### src/rtl/bwd_pkg.sv
package bwd_pkg;

   typedef enum logic [1:0] {
      PSEL_LONG  = 2'b00,
      PSEL_MID   = 2'b01,
      PSEL_SHORT = 2'b10,
      PSEL_OFF   = 2'b11
   } psel_e;

   function automatic int unsigned max3(input int unsigned a, input int unsigned b,
                                        input int unsigned c);
      int unsigned m;
      m = a;
      if (b > m) m = b;
      if (c > m) m = c;
      return m;
   endfunction

endpackage

### src/rtl/bwd_cond_detect.sv
module bwd_cond_detect (
   input  logic clk,
   input  logic rst_n,
   input  logic sda_i,
   input  logic scl_i,
   output logic kick_o
);
   logic sda_q, scl_q;
   logic start_evt, stop_evt;
   logic armed_q;

   always_ff @(posedge clk or negedge rst_n) begin
      if (!rst_n) begin
         sda_q <= 1'b1;
         scl_q <= 1'b1;
      end else begin
         sda_q <= sda_i;
         scl_q <= scl_i;
      end
   end

   // transitions on SDA qualified by the held SCL level
   assign start_evt = scl_q &  sda_q & ~sda_i;
   assign stop_evt  = scl_q & ~sda_q &  sda_i;

   // a START arms; a STOP while armed completes the pair
   always_ff @(posedge clk or negedge rst_n) begin
      if (!rst_n)           armed_q <= 1'b0;
      else if (start_evt)   armed_q <= 1'b1;
      else if (stop_evt)    armed_q <= 1'b0;
   end

   assign kick_o = stop_evt & armed_q;

endmodule

### src/rtl/bwd_period_lut.sv
module bwd_period_lut #(
   parameter int unsigned LIM_LONG  = 1400,
   parameter int unsigned LIM_MID   = 600,
   parameter int unsigned LIM_SHORT = 200,
   parameter int unsigned CNT_W     = 11,
   parameter bit          LIMIT_REG = 1'b0
) (
   input  logic             clk,
   input  logic             rst_n,
   input  logic [1:0]       sel_i,
   output logic [CNT_W-1:0] last_o,
   output logic             off_o
);
   import bwd_pkg::*;

   logic [CNT_W-1:0] last_c;
   logic             off_c;

   always_comb begin
      off_c  = 1'b0;
      last_c = CNT_W'(LIM_LONG - 1);
      unique case (psel_e'(sel_i))
         PSEL_LONG:  last_c = CNT_W'(LIM_LONG - 1);
         PSEL_MID:   last_c = CNT_W'(LIM_MID - 1);
         PSEL_SHORT: last_c = CNT_W'(LIM_SHORT - 1);
         PSEL_OFF:   off_c  = 1'b1;
         default:    off_c  = 1'b1;
      endcase
   end

   generate
      if (LIMIT_REG) begin : g_reg
         always_ff @(posedge clk or negedge rst_n) begin
            if (!rst_n) begin
               last_o <= CNT_W'(LIM_LONG - 1);
               off_o  <= 1'b0;
            end else begin
               last_o <= last_c;
               off_o  <= off_c;
            end
         end
      end else begin : g_comb
         assign last_o = last_c;
         assign off_o  = off_c;
      end
   endgenerate

endmodule

### src/rtl/bwd_counter.sv
module bwd_counter #(
   parameter int unsigned CNT_W = 11
) (
   input  logic             clk,
   input  logic             rst_n,
   input  logic             tick_i,
   input  logic             kick_i,
   input  logic [1:0]       sel_i,
   input  logic [CNT_W-1:0] last_i,
   input  logic             off_i,
   output logic [CNT_W-1:0] cnt_o,
   output logic [1:0]       sel_q_o,
   output logic             expired_o
);
   logic [CNT_W-1:0] cnt_q;
   logic [1:0]       sel_q;
   logic             exp_q;
   logic             sel_chg;

   assign sel_chg = (sel_i != sel_q);

   always_ff @(posedge clk or negedge rst_n) begin
      if (!rst_n) sel_q <= 2'b00;
      else        sel_q <= sel_i;
   end

   always_ff @(posedge clk or negedge rst_n) begin
      if (!rst_n) begin
         cnt_q <= '0;
         exp_q <= 1'b0;
      end else if (off_i || kick_i) begin
         cnt_q <= '0;
         exp_q <= 1'b0;
      end else if (sel_chg) begin
         cnt_q <= '0;
      end else if (tick_i && !exp_q) begin
         if (cnt_q >= last_i) exp_q <= 1'b1;
         else                 cnt_q <= cnt_q + 1'b1;
      end
   end

   assign cnt_o     = cnt_q;
   assign sel_q_o   = sel_q;
   assign expired_o = exp_q;

endmodule

### src/rtl/bus_watchdog.sv
module bus_watchdog #(
   parameter int unsigned LIM_LONG  = 1400,
   parameter int unsigned LIM_MID   = 600,
   parameter int unsigned LIM_SHORT = 200,
   parameter bit          LIMIT_REG = 1'b0
) (
   input  logic       clk,
   input  logic       rst_n,
   input  logic       sda_i,
   input  logic       scl_i,
   input  logic       tick_i,
   input  logic [1:0] period_sel_i,
   output logic       wdo_n_o
);
   localparam int unsigned LIM_MAX = bwd_pkg::max3(LIM_LONG, LIM_MID, LIM_SHORT);
   localparam int unsigned CNT_W   = $clog2(LIM_MAX + 1);

   generate
      if (LIM_LONG < 2 || LIM_MID < 2 || LIM_SHORT < 2) begin : g_bad_limit
         $error("bus_watchdog: every period must be at least two ticks");
      end
      if (LIMIT_REG && (LIM_SHORT < 3)) begin : g_bad_reg
         $error("bus_watchdog: registered limit needs periods of three ticks or more");
      end
   endgenerate

   logic             kick;
   logic [CNT_W-1:0] limit;
   logic             off;
   logic [CNT_W-1:0] cnt;
   logic [1:0]       sel_q;
   logic             expired;

   bwd_cond_detect u_cond (
      .clk    (clk),
      .rst_n  (rst_n),
      .sda_i  (sda_i),
      .scl_i  (scl_i),
      .kick_o (kick)
   );

   bwd_period_lut #(
      .LIM_LONG  (LIM_LONG),
      .LIM_MID   (LIM_MID),
      .LIM_SHORT (LIM_SHORT),
      .CNT_W     (CNT_W),
      .LIMIT_REG (LIMIT_REG)
   ) u_lut (
      .clk    (clk),
      .rst_n  (rst_n),
      .sel_i  (period_sel_i),
      .last_o (limit),
      .off_o  (off)
   );

   bwd_counter #(
      .CNT_W (CNT_W)
   ) u_cnt (
      .clk       (clk),
      .rst_n     (rst_n),
      .tick_i    (tick_i),
      .kick_i    (kick),
      .sel_i     (period_sel_i),
      .last_i    (limit),
      .off_i     (off),
      .cnt_o     (cnt),
      .sel_q_o   (sel_q),
      .expired_o (expired)
   );

   assign wdo_n_o = ~expired;

endmodule

### config.mk
export PLATFORM = sky130hd
export DESIGN_NAME = bus_watchdog
export DESIGN_NICKNAME = d
export VERILOG_FILES = /design/src/rtl/bwd_pkg.sv /design/src/rtl/bwd_cond_detect.sv /design/src/rtl/bwd_period_lut.sv /design/src/rtl/bwd_counter.sv /design/src/rtl/bus_watchdog.sv
export SDC_FILE = /design/constraint.sdc
export NUM_CORES = 1
export LEC_CHECK = 0
export CAP_MARGIN = 30
export CORE_AREA = 2 2 48 50
export DETAILED_ROUTE_END_ITERATION = 8
export DIE_AREA = 0 0 50 52
export DONT_BUFFER_PORTS = 1
export PLACE_DENSITY = 0.79
export SLEW_MARGIN = 20
export SYNTH_ARGS = -nofsm -noshare
export SYNTH_HDL_FRONTEND = slang
export SYNTH_HIERARCHICAL = 1
export SYNTH_SLANG_ARGS = --single-unit
export TNS_END_PERCENT = 20
### constraint.sdc
create_clock -name clk -period 3.3 [get_ports clk]
set_input_delay 0.33 -clock clk [delete_from_list [all_inputs] [get_ports clk]]
set_output_delay 0.33 -clock clk [all_outputs]
set_load 0.05 [all_outputs]
* Yosys cells after proc, flatten, opt, wreduce, memory -nomap -nowiden
Index checks and enable logic that the tools add are counted.
Widths: inputs -> output; s select.
** Operators by class
- Divide/modulo/power cells :: 0
- Bitwise operators :: 8
- $add $sub $neg :: 1
- Shift operators :: 0
- Eq/ne operators :: 6
- Multiplexer cells :: 12
- Multiply operators :: 0
- Reduce and logical (&&, ||, !) cells :: 9
- Magnitude comparators :: 1
** Operators by type and width (count)
- $mux 11 :: 4
- $pmux 11 s2 :: 1
- $add 11x1->11 const B :: 1
- $ge 11x11->1 :: 1
- $mux 1 :: 7
- $reduce_bool 2->1 :: 3
- $and 1x1->1 :: 5
- $eq 2x2->1 const B :: 2
- $ne 3x1->1 const B :: 1
- $not 1->1 :: 3
- $reduce_and 3->1 :: 1
- $reduce_bool 3->1 :: 1
- $eq 2x1->1 const B :: 1
- $ne 2x2->1 :: 1
- $ne 2x2->1 const B :: 1
- $reduce_and 2->1 :: 1
- $logic_and 1x1->1 :: 1
- $logic_not 1->1 :: 1
- $logic_or 1x1->1 :: 1
** Storage, ports and cells
- Bits in read-only memories :: 0
- Bits of input ports :: 7
- Bits in latches :: 0
- Memory bits (writable) :: 0
- Output and inout port bits :: 1
- Memories kept :: 0
- Word-level logic and storage cells :: 43
- Register bits after elaboration :: 17

* Longest topological paths before layout
Gate-level depths: netlist of run 1.
- Depth in word-level cells :: 7
- Depth in mapped cells :: 12
- Mapped depth without buffers :: 10

* Cells and area by module
The synthesis of run 1 kept the hierarchy.
** By module, submodules not included
- bwd_counter :: cells an instance 119, sequential area each 350.3 sq um, area an instance 1059.8 sq um, instances 1
- bwd_period_lut :: cells an instance 16, sequential area each 0.0 sq um, area an instance 121.4 sq um, instances 1
- bwd_cond_detect :: cells an instance 9, sequential area each 77.6 sq um, area an instance 111.4 sq um, instances 1
- bus_watchdog :: cells an instance 1, sequential area each 0.0 sq um, area an instance 3.8 sq um, instances 1

* Worst setup path before layout of run 1
No wires, ideal clock.
- Kind :: input -> register
- Start point :: input period_sel_i[0]
- End point :: register u_cnt.cnt_q[7], in the netlist u_cnt/cnt_o[7]
- Required time :: 3166 ps
- Setup slack :: 948 ps
- Cell stages on the path :: 11
- Arrival time :: 2218 ps
- Cell sequence :: inv_1 ha_1 buf_4 inv_1 ha_1 a21o_1 a2111oi_4 o21ai_2 buf_4 o41ai_1 a21oi_1
** Between the ends
- Cells in the longest elaborated chain, start to end :: 5
- Elaborated cells on any way between the ends :: 13
** RTL lines
- from (decl) :: line bus_watchdog.sv:12 : input logic [1:0] period_sel_i,
- $eq 2x2->1 / $eq 2x1->1 (equally long branches) :: line bwd_period_lut.sv:22 : unique case (psel_e'(sel_i))
- $pmux 11 s2 (*) :: line bwd_period_lut.sv:22
- net limit[5] :: line bus_watchdog.sv:28 : logic [CNT_W-1:0] limit;
- $ge 11x11->1 (*) :: line bwd_counter.sv:37 : if (cnt_q >= last_i) exp_q <= 1'b1;
- $ne 3x1->1 (no line) (*)
- $reduce_and 2->1 (no line) (*)
- to (signal assigned) :: line bwd_counter.sv:38 : else cnt_q <= cnt_q + 1'b1;
- to (decl) :: line bwd_counter.sv:15 : logic [CNT_W-1:0] cnt_q;
The timed path passes the listed nets; every way through them passes the cells marked *.
A chain may end at the register's enable or synchronous reset.

* Worst setup path after layout of run 1
- Start point :: register u_cnt.cnt_q[9], in the netlist u_cnt/cnt_o[9]
- End point :: register u_cnt.cnt_q[5], in the netlist u_cnt/cnt_o[5]
** Between the ends
- Cells in the longest elaborated chain, start to end :: 3
** RTL lines (line)
- $ge 11x11->1 :: bwd_counter.sv:37
- $ne 3x1->1 (no line)
- $reduce_and 2->1 (no line)
Every way passes these cells.

==> results of run 1 <==
metrics by stage:
step                      total power [mW]  hold WS (ns)  instances  instance area, um2
after floorplan                      0.267        0.0344        148                1310
after global placement               0.266        0.0349        165                1270
after detailed placement             0.268        0.0349        165                1270
after CTS                            0.383        0.0267        170                1310
after global routing                 0.398        0.0181        170                1310
final                                0.380        0.0367        170                1310
final cells by class:
class                           instances  area, um2
Timing Repair Buffer                    1       10.0
Tap cell                               28       35.0
Sequential cell                        17        428
Clock buffer                            4       26.3
Inverter                               20       75.1
Fill cell                             180        801
Multi-Input combinational cell        100        731
logic make-up after synthesis:
logic type / count (synthesis) / synth area share [%]
other cells: 2 / 0.579
mux: 3 / 2.32
simple gates: 42 / 19.0
compound gates: 32 / 16.8
xor+xnor: 2 / 1.35
buf+inv: 31 / 11.5
flops: 17 / 33.0
fa+ha+maj: 16 / 15.4
flip-flops by register name (all words and copies together) (netlist names):
register / count
u_cnt/expired_o: 1
u_cnt/cnt_o: 11
u_cnt/sel_q_o: 2
u_cond/sda_q: 1
u_cond/scl_q: 1
u_cond/armed_q: 1
power breakdown:
group	switching, mW	total (mW)	internal [mW]
Clock	0.0631	0.110	0.0469
Sequential	0.00315	0.217	0.214
Combinational	0.0342	0.0525	0.0183
synth_stat cells, types with 3 or more instances:
cell and number:
dfrtp_1 15, o21ai_0 5, and3_1 3, nor3_1 3, inv_1 20, o31ai_1 5
a21oi_1 13, or4_1 6, buf_4 8, nand2b_1 3, ha_1 16, nand3_1 7
mux2i_1 3, nor2_1 3, nand2_1 11
worst max-delay path by stage:
| stage | startpoint | to | slack, ns | depth (start not counted) |
|---|---|---|---|---|
| detailed placement | period_sel_i[0] | u_cnt/expired_o | 0.75 | 9 |
| global route | u_cnt/cnt_o[9] | u_cnt/cnt_o[5] | 0.81 | 6 |
| CTS | u_cnt/cnt_o[9] | u_cnt/cnt_o[5] | 0.95 | 6 |
| global placement | period_sel_i[0] | u_cnt/cnt_o[8] | 0.83 | 9 |
| finish | u_cnt/cnt_o[9] | u_cnt/cnt_o[5] | 0.94 | 6 |
| floorplan | period_sel_i[0] | u_cnt/cnt_o[7] | 0.95 | 11 |
layout by cell type, fill, tap and decap left out:
cell,synthesis,final
o31ai_1,5,5
dfrtp_1,15,15
or4_1,6,6
a21o_1,1,1
nor3_1,3,3
clkbuf_1,0,1
nand3_1,7,7
nor2b_1,1,1
and3_1,3,3
o21a_1,2,2
ha_1,16,16
a2111oi_4,1,1
o21ai_0,5,5
nand2b_1,3,3
o21bai_1,1,1
dlygate4sd3_1,0,1
a211oi_1,2,2
nor4_4,1,1
clkbuf_4,0,3
o41ai_1,1,1
o21ai_2,1,1
nor4_1,1,1
nand4b_1,1,1
xor2_1,2,2
mux2i_1,3,3
conb_1,2,5
nor2_1,3,3
nand2_1,11,11
nand4_1,1,1
nor3b_2,1,1
a21oi_1,13,13
dfstp_2,2,2
inv_1,20,20
worst max-delay path, stage by stage, from the launching register on:
cell       delay (ns)
dfrtp_1          0.42
ha_1             0.31
a21o_1           0.23
a2111oi_4        0.40
o21ai_2          0.26
or4_1            0.52
a21oi_1          0.16
metal layers:
metal  up-vias  global-route usage (%)  share of wire, %
met5         -                       0                 0
met4         0                    2.78                 0
met3         0                    4.89               4.4
met2        23                    36.8                52
met1       459                    24.9                44
li1        490                       -                 -
==> metrics.md, run 1 <==
| Metric | Value |
|---|---|
| Yosys cell types | 33 |
| Largest net degree at the start of global routing | 18 |
| Post-DP HPWL | approximately 1800 um |
| Final Cycle Share | ~71% |
| GRT Total Usage | 20.3% |
| Area leader, netlist | dfrtp_1 |
| Final hold vios | 0 |
| Vias/cell | 5.72 |
| Drt wl/cell | 13.8 um |
| Clk_skew | between 0.01 and 0.015 ns |
| Number of global-route vias before repair | between 900 and 1000 |
| Cell Rows | 17 |
| PortBufs | 0 |
| Antenna violations before repair | 0 |
| WL final | ~2300 um |
| R2R Setup Slk | 0.94 ns |
| Yosys warns | 6 |
| Die Span X | 50 um |
| #FFs+latches synth | 17 |
| Critical path arrival | 2.58 ns |
| CTS resizes | 0 |
| Die Ht | between 50 and 60 um |
| First-pass iteration count of the detailed router | 4 |
| Startpoint types | flop |
| Final setup fails | 0 |
| Max_cap viols | 0 |
| Measured slew at the worst slew-check pin | between 0.9 and 1 ns |
| Worst r2r src | u_cnt/cnt_o[9] |
| Setup Fix Bufs, Post-CTS | 0 |
| Final setup margin | around 0.94 ns |
| DRC | 0 |
| Setup tns final | 0 ns |
| Crit. End Element | flop |
| Slew Limit Headroom | 38.9% |
| Status | complete, no violations |
| Max-slew violation count | 0 |
| Leakage | 0.607 nW |
| Top cells by area, synth | dfrtp_1, ha_1, inv_1, a21oi_1, buf_4 |
| Worst-path clk slew | around 0.10 ns |
| Unrepaired setup endpoints after global routing | false |
| Post-Syn Area | 0.00130 mm2 |
| First-pass GRT wire length | 4040 um |
| R2R cell count | 6 |
| Hold buffers post-CTS | 1 |
| Synth Flop Type | dfrtp_1 |
| Starting Density | a little over 60% |
| Clk_lat worst skew | ~0.29 ns |
| Core ar. | approximately 0.0021 mm2 |
| Seq/Total Area, Yosys | 33.0% |
| Num CTS Buffers | 3 |
| Setup CP Type | flop to flop |
| Hold-critical path depth | 0 |
| Hold Crit Start | scl_i |
| Nets@finish | around 170 |
| Ant. Diodes | 0 |
| Power Density | between 200 and 300 mW/mm2 |
| Hold Path Class | primary input to flop |
| Post-synth EDFFs | 0 |
| Sink Count | 17 |
| Die area | 0.00260 mm2 |
| Post-layout util | between 60 and 70% |
| GP Congestion | 0.827 |
| Grt total ovfl | 0 |
| Syn Area/Cell | between 8 and 9 um2 |
| I/O pin total | 8 |
| Max frequency | 424 MHz |
| Initial DRC count | 22 |
| H-tree levels | 1 |
| Share of cells above drive strength 1 | 6.34% |
| CTS Buffer Depth | 2 |
| Post-route ant nets | 0 |
| Post-synth ARST share | 100% |
| Root Buffer | clkbuf_4 |
| CP Data Required Time | roughly 3.5 ns |
| Max VDD drop | 0.352 mV |
| DR vias | 972 |
| Gate Count Post-Synth | about 150 |
| Yosys top cell area share | 29.0% |
| Min-Delay Endpoint | u_cond/scl_q |
| Area Growth Syn to Fin | 0.676% |
| Worst Path Max Fanout | 15 |
| Pre-CTS setup slack | approximately 0.75 ns |
| CTS tree | done |
| Minimum clock period | around 2.4 ns |
| Worst r2r dst | u_cnt/cnt_o[5] |
Power figures use the tool's default switching activity.
==> run 2: changes to the inputs <==
--- a/config.mk
+++ b/config.mk
@@ -6,11 +6,11 @@
 export NUM_CORES = 1
 export LEC_CHECK = 0
 export CAP_MARGIN = 30
-export CORE_AREA = 2 2 48 50
+export CORE_AREA = 2 2 49 51
 export DETAILED_ROUTE_END_ITERATION = 8
-export DIE_AREA = 0 0 50 52
+export DIE_AREA = 0 0 51 53
 export DONT_BUFFER_PORTS = 1
-export PLACE_DENSITY = 0.79
+export PLACE_DENSITY = 0.76
 export SLEW_MARGIN = 20
 export SYNTH_ARGS = -nofsm -noshare
 export SYNTH_HDL_FRONTEND = slang
==> constraint.sdc (replaced) <==
create_clock -name clk -period 2.19 [get_ports clk]
set_input_delay 0.219 -clock clk [delete_from_list [all_inputs] [get_ports clk]]
set_output_delay 0.219 -clock clk [all_outputs]
set_load 0.05 [all_outputs]
==> run 2 against run 1 <==
  * The flow now finishes with violations (negative setup slack)
  * Clock-buffer cell count down 1
  * Global-route usage up 3.0 points
  * Combinational power up 98%
  * Critical path depth up 1
  * Setup slack worse by 0.96 ns
  * Largest cell class unchanged
==> metrics.md, run 2 (synthesized netlist as in run 1, its figures left out) <==
| Metric | Value |
|---|---|
| Status | finished, violations left (was complete, no violations) |
| Failing checks | negative setup slack |
| Sink Count | 17 (unchanged) |
| Drt wl/cell | 14.9 um (was 13.8 um) |
| Clk_skew | 0.0142 ns (was 0.0104 ns) |
| Starting Density | 60.3% (was 61.6%) |
| Psw | 0.175 mW (was 0.100 mW) |
| I/O pin total | 8 (unchanged) |
| Hold Path Class | primary input to flop (unchanged) |
| GP Congestion | 0.847 (was 0.827) |
| Slew Limit Headroom | 43.0% (was 38.9%) |
| CTS tree | done (unchanged) |
| Initial DRC count | 16 (was 22) |
| Antenna violations before repair | 0 (unchanged) |
| Setup CP Type | flop to flop (unchanged) |
| Root Buffer | clkbuf_4 (unchanged) |
| Combinational share of power | 17.1% (was 13.8%) |
| PortBufs | 0 (unchanged) |
| CTS Buffer Depth | 2 (unchanged) |
| Final hold vios | 0 (unchanged) |
| Measured slew at the worst slew-check pin | 0.847 ns (was 0.908 ns) |
| DR vias | 1082 (was 972) |
| Final setup margin | -0.0210 ns (was 0.943 ns) |
| H-tree levels | 1 (unchanged) |
| Vias/cell | 5.72 (about the same) |
| WL final | 2810 um (was 2340 um) |
| Largest net degree at the start of global routing | 18 (unchanged) |
| Grt total ovfl | 0 (unchanged) |
| Crit. End Element | flop (unchanged) |
| Power Density | 401 mW/mm2 (was 291 mW/mm2) |
| GRT Total Usage | 23.3% (was 20.3%) |
| Max reg flops | 11 (unchanged) |
| Core ar. | 0.00215 mm2 (was 0.00211 mm2) |
| Hold Crit Start | sda_i (was scl_i) |
| Multi-input gate area | 776 um2 (was 731 um2) |
| Cell Rows | 17 (unchanged) |
| Worst r2r src | u_cnt/cnt_o[9] (unchanged) |
| Startpoint types | flop (unchanged) |
| Num CTS Buffers | 3 (unchanged) |
| Overall power | 0.611 mW (was 0.380 mW) |
| Commonest non-fill, non-tap cell in the layout | inv_1 (unchanged) |
| Number of global-route vias before repair | 1055 (was 967) |
| Area Growth Syn to Fin | 17.6% (was 0.676%) |
| Worst-path clk slew | 0.11 ns (was 0.10 ns) |
| Post-route cell area | 0.00152 mm2 (was 0.00131 mm2) |
| Die Ht | 53 um (was 52 um) |
| Leakage | 0.710 nW (was 0.607 nW) |
| Post-route ant nets | 0 (unchanged) |
| First-pass GRT wire length | 4490 um (was 4040 um) |
| Max_cap viols | 0 (unchanged) |
| Fill count | 160 (was 180) |
| Ant. Diodes | 0 (unchanged) |
| Final setup fails | 4 (was 0) |
| Share of cells above drive strength 1 | 19.3% (was 6.34%) |
| Critical path arrival | 2.46 ns (was 2.58 ns) |
| Clk_lat worst skew | 0.31 ns (was 0.29 ns) |
| First-pass iteration count of the detailed router | 4 (unchanged) |
| DP Area | 0.00136 mm2 (was 0.00127 mm2) |
| Clock share of power | 29.4% (was 29.0%) |
| CP Launch Point | u_cnt/cnt_o[9] (unchanged) |
| Worst Path Max Fanout | 4 (was 15) |
| CP Data Required Time | 2.44 ns (was 3.52 ns) |
| Net Sw Frac | 28.7% (was 26.5%) |
| Die area | 0.00270 mm2 (was 0.00260 mm2) |
| Sequential power share | 53.6% (was 57.2%) |
| Minimum clock period | 2.21 ns (was 2.36 ns) |
| Nets@finish | 185 (was 166) |
| Pre-CTS setup slack | -0.183 ns (was 0.748 ns) |
| Final Cycle Share | 101% (was 71.4%) |
| Pint | 0.436 mW (was 0.279 mW) |
| DRC | 0 (unchanged) |
| Max-slew violation count | 0 (unchanged) |
| Post-DP HPWL | 1980 um (was 1790 um) |
| Unrepaired setup endpoints after global routing | true (was false) |
| Die Span X | 51 um (was 50 um) |
| Max VDD drop | 0.379 mV (was 0.352 mV) |
| Max frequency | 452 MHz (was 424 MHz) |
| Reg area | 428 um2 (unchanged) |
| Most frequent cells in the layout | inv_1, ha_1, dfrtp_1 (unchanged) |
==> run 2: path summary, 6_finish.rpt <==
path	endpoint	slack [ns]	depth (start not counted)
hold reg to reg	u_cond/armed_q	0.56	2
min in group asynchronous	u_cnt/cnt_o[2]	0.42	1
setup / recovery	u_cnt/cnt_o[4]	-0.02	7
max in group asynchronous	u_cnt/expired_o	1.26	1
setup reg to reg	u_cnt/cnt_o[4]	-0.02	7
hold / removal	u_cond/armed_q	0.14	3
==> run 2: final cells by class <==
cell class	instances	share of cell area, %
repair buffers	20	12.0
inverters	20	4.93
clock inverters	1	0.328
clock buffers	3	1.48
multi-input cells	100	50.9
flip-flops and latches	17	28.1
well taps	28	2.30
==> run 2: timing repair <==
item                       4_1_cts  5_1_grt
setup buffers                    6        0
hold endpoints to repair        21        0
setup endpoints to repair        6        9
gates resized for setup          6        4
pin swaps                        5        3
hold buffers                     5        0
==> run 2: per-layer routing <==
metal | GRT usage [%] | vias to the layer above | part of all wire, %
met2 | 43.9 | 33 | 52
met1 | 23.4 | 517 | 41
met3 | 5.08 | 9 | 4.0
met5 | 0 | - | 0
li1 | - | 523 | -
met4 | 13.5 | 0 | 2.9
==> run 2: per-stage QoR <==
stage               utilization, %  instances  setup TNS, ns  hold WS [ns]
global route                  70.9        189         -0.302         0.165
floorplan                        -        148        -0.0244       -0.0766
finish                        70.9        189        -0.0437         0.135
global placement              63.1        174         -0.562       -0.0762
CTS                           70.4        189         -0.116         0.131
detailed placement            63.1        174          -1.18       -0.0762
==> run 2: worst max-delay path: stages (launching register included) <==
cell,delay [ns]
dfrtp_1,0.42
ha_4,0.23
a21o_1,0.21
a2111oi_4,0.40
o21ai_4,0.14
buf_6,0.15
or4_4,0.47
a21oi_2,0.15
==> run 2: power groups by stage <==
stage               logic [mW]  registers, mW  clock network, mW
detailed placement      0.0765          0.334                  0
global route             0.116          0.328              0.194
finish                   0.104          0.327              0.180
global placement        0.0734          0.333                  0
CTS                      0.101          0.327              0.184
floorplan               0.0706          0.332                  0
==> run 3: changes to the inputs <==
--- a/config.mk
+++ b/config.mk
@@ -10,7 +10,7 @@
 export DETAILED_ROUTE_END_ITERATION = 8
 export DIE_AREA = 0 0 51 53
 export DONT_BUFFER_PORTS = 1
-export PLACE_DENSITY = 0.76
+export PLACE_DENSITY = 0.79
 export SLEW_MARGIN = 20
 export SYNTH_ARGS = -nofsm -noshare
 export SYNTH_HDL_FRONTEND = slang
==> run 3 against run 2 <==
  * The flow now finishes without violations
  * Clock power shrank 6%
  * Sequential share of layout area up 0.54 points
  * Via count fell by 0.83%
  * Core utilization is 1.3 points lower
  * Register-to-register slack better by 0.03 ns
  * Sequential power barely moved
  * Cell area decreased by 1.9%
  * Flip-flop and latch count did not move
  * Power fell by 2.5%
  * Global-route usage decreased by 0.11 points
  * Hold slack improved by 0.040 ns
  * Critical path type unchanged
  * Critical endpoint is now u_cnt/cnt_o[9]
  * Largest power group unchanged
==> metrics.md, run 3 (synthesized netlist as in run 1, its figures left out) <==
| Metric | Value |
|---|---|
| Status | complete, no violations (was finished, violations left) |
| Pre-CTS setup slack | -0.174 ns (was -0.183 ns) |
| Worst Path Max Fanout | 6 (was 4) |
| Vias/cell | 5.74 (was 5.72) |
| Area Growth Syn to Fin | 15.3% (was 17.6%) |
| Crit. End Element | flop (unchanged) |
| CP Data Required Time | 2.40 ns (was 2.44 ns) |
| Post-route ant nets | 0 (unchanged) |
| DRC | 0 (unchanged) |
| Leakage | 0.695 nW (was 0.710 nW) |
| DP Area | 0.00134 mm2 (was 0.00136 mm2) |
| Slew Limit Headroom | 42.8% (was 43.0%) |
| Hold Path Class | primary input to flop (unchanged) |
| Final setup margin | 0.00888 ns (was -0.0210 ns) |
| Overall power | 0.596 mW (was 0.611 mW) |
| Root Buffer | clkbuf_4 (unchanged) |
| Die Span X | 51 um (unchanged) |
| Final hold vios | 0 (unchanged) |
| PortBufs | 0 (unchanged) |
| Sink Count | 17 (unchanged) |
| Clk_skew | 0.00866 ns (was 0.0142 ns) |
| Max VDD drop | 0.430 mV (was 0.379 mV) |
| Post-DP HPWL | 1960 um (was 1980 um) |
| Number of global-route vias before repair | 1071 (was 1055) |
| H-tree levels | 1 (unchanged) |
| Critical path arrival | 2.39 ns (was 2.46 ns) |
| Ant. Diodes | 0 (unchanged) |
| Die area | 0.00270 mm2 (unchanged) |
| Unrepaired setup endpoints after global routing | true (unchanged) |
| R2R cell count | 7 (unchanged) |
| R2R Setup Slk | 0.009 ns (was -0.02 ns) |
| Worst-path clk slew | 0.10 ns (was 0.11 ns) |
| Initial DRC count | 22 (was 16) |
| CTS Buffer Depth | 2 (unchanged) |
| GRT Total Usage | 23.2% (was 23.3%) |
| Core ar. | 0.00215 mm2 (unchanged) |
| Hold Slack | 0.176 ns (was 0.135 ns) |
| Num CTS Buffers | 3 (unchanged) |
| Share of cells above drive strength 1 | 17.6% (was 19.3%) |
| Fill count | 158 (was 160) |
| Final setup fails | 0 (was 4) |
| Post-route cell area | 0.00150 mm2 (was 0.00152 mm2) |
| Measured slew at the worst slew-check pin | 0.850 ns (was 0.847 ns) |
| Cell Rows | 17 (unchanged) |
| Critical path cell sequence | ha_4 > a21o_1 > a2111oi_4 > o21ai_4 > buf_4 > nor4_4 > mux2i_1 (was ha_4 > a21o_1 > a2111oi_4 > o21ai_4 > buf_6 > or4_4 > a21oi_2) |
| Worst r2r dst | u_cnt/cnt_o[9] (was u_cnt/cnt_o[4]) |
| Startpoint types | flop (unchanged) |
| Most frequent cells in the layout | inv_1, ha_1, dfrtp_1 (unchanged) |
| First-pass GRT wire length | 4580 um (was 4490 um) |
| Worst r2r src | u_cnt/cnt_o[9] (unchanged) |
| Starting Density | 60.3% (unchanged) |
| CTS tree | done (unchanged) |
| Hold-critical path depth | 3 (unchanged) |
| Max_cap viols | 0 (unchanged) |
| Setup CP Type | flop to flop (unchanged) |
| CP max stage cell | dfrtp_1 (was or4_4) |
| DR vias | 1073 (was 1082) |
| Min-Delay Endpoint | u_cond/armed_q (unchanged) |
| Drt wl/cell | 14.5 um (was 14.9 um) |
| Nets@finish | 183 (was 185) |
| I/O pin total | 8 (unchanged) |
| Antenna violations before repair | 0 (unchanged) |
| WL final | 2700 um (was 2810 um) |
| Commonest non-fill, non-tap cell in the layout | inv_1 (unchanged) |
| Max reg flops | 11 (unchanged) |
| Largest net degree at the start of global routing | 18 (unchanged) |
| Hold Crit Start | sda_i (unchanged) |
| Grt total ovfl | 0 (unchanged) |
| Final Cycle Share | 99.6% (was 101%) |
| CP max stage delay | 0.43 ns (was 0.47 ns) |
| First-pass iteration count of the detailed router | 4 (unchanged) |
| Max frequency | 458 MHz (was 452 MHz) |
| Max-slew violation count | 0 (unchanged) |
| GP Congestion | 0.838 (was 0.847) |
| Die Ht | 53 um (unchanged) |
| Power Density | 399 mW/mm2 (was 401 mW/mm2) |
| Minimum clock period | 2.18 ns (was 2.21 ns) |
| Clk_lat worst skew | 0.29 ns (was 0.31 ns) |
[run 3: changes by cell type in the layout (fill, tap and decap cells not counted), sizes merged]
cell  before  now
buf       15   13
[run 3: area by class of cell]
class                   count  area, um2  area share, %
multi-input cells         100        778           52.1
flip-flops and latches     17        428           28.6
repair buffers             18        151           10.1
inverters                  20       75.1           5.02
well taps                  28       35.0           2.34
clock buffers               3       22.5           1.51
clock inverters             1       5.00          0.335
[run 3: power by group]
part | leakage [nW] | internal (mW) | switching [mW]
clock | 0.0177 | 0.0679 | 0.101
sequential | 0.224 | 0.323 | 0.00531
combinational | 0.453 | 0.0414 | 0.0577
total | 0.695 | 0.432 | 0.164
[run 3: critical path, delay by kind of cell (launching register included)]
family	cells	cell delay, ns
simple gates	1	0.27
mux	1	0.23
flops	1	0.43
buf+inv	1	0.18
fa+ha+maj	1	0.23
compound gates	3	0.77
[run 3: metrics by stage]
stage                     std cells  TNS (ns)  utilization, %
after global routing            187    -0.333            69.6
final                           187         0            69.6
after detailed placement        174    -0.865            62.6
after global placement          174    -0.418            62.6
after CTS                       187  -0.00377            69.2
after floorplan                 148   -0.0244               -
[run 3: worst max-delay path by stage]
| stage | start | endpoint | slack, ns |
|---|---|---|---|
| 3_3_place_gp | period_sel_i[0] | u_cnt/cnt_o[9] | -0.09 |
| 2_1_floorplan | period_sel_i[0] | u_cnt/cnt_o[9] | -0.02 |
| 3_5_place_dp | period_sel_i[0] | u_cnt/cnt_o[9] | -0.17 |
| 6_report | u_cnt/cnt_o[9] | u_cnt/cnt_o[9] | 0.009 |
| 4_1_cts | u_cnt/cnt_o[9] | u_cnt/cnt_o[2] | -0.003 |
| 5_1_grt | u_cnt/cnt_o[9] | u_cnt/cnt_o[9] | -0.07 |
[run 3: what timing repair did]
action,CTS,global route
pin swaps,5,2
hold buffers,5,0
hold endpoints to repair,21,0
gates resized for setup,7,3
buffers inserted,4,0
setup endpoints to repair,5,10
[run 3: routing by layer]
layer,GRT usage [%],share of wire [%],vias up
met3,7.06,4.0,10
met4,7.66,2.5,0
li1,-,-,522
met2,43.9,52,29
met5,0,0,-
met1,24.1,41,512
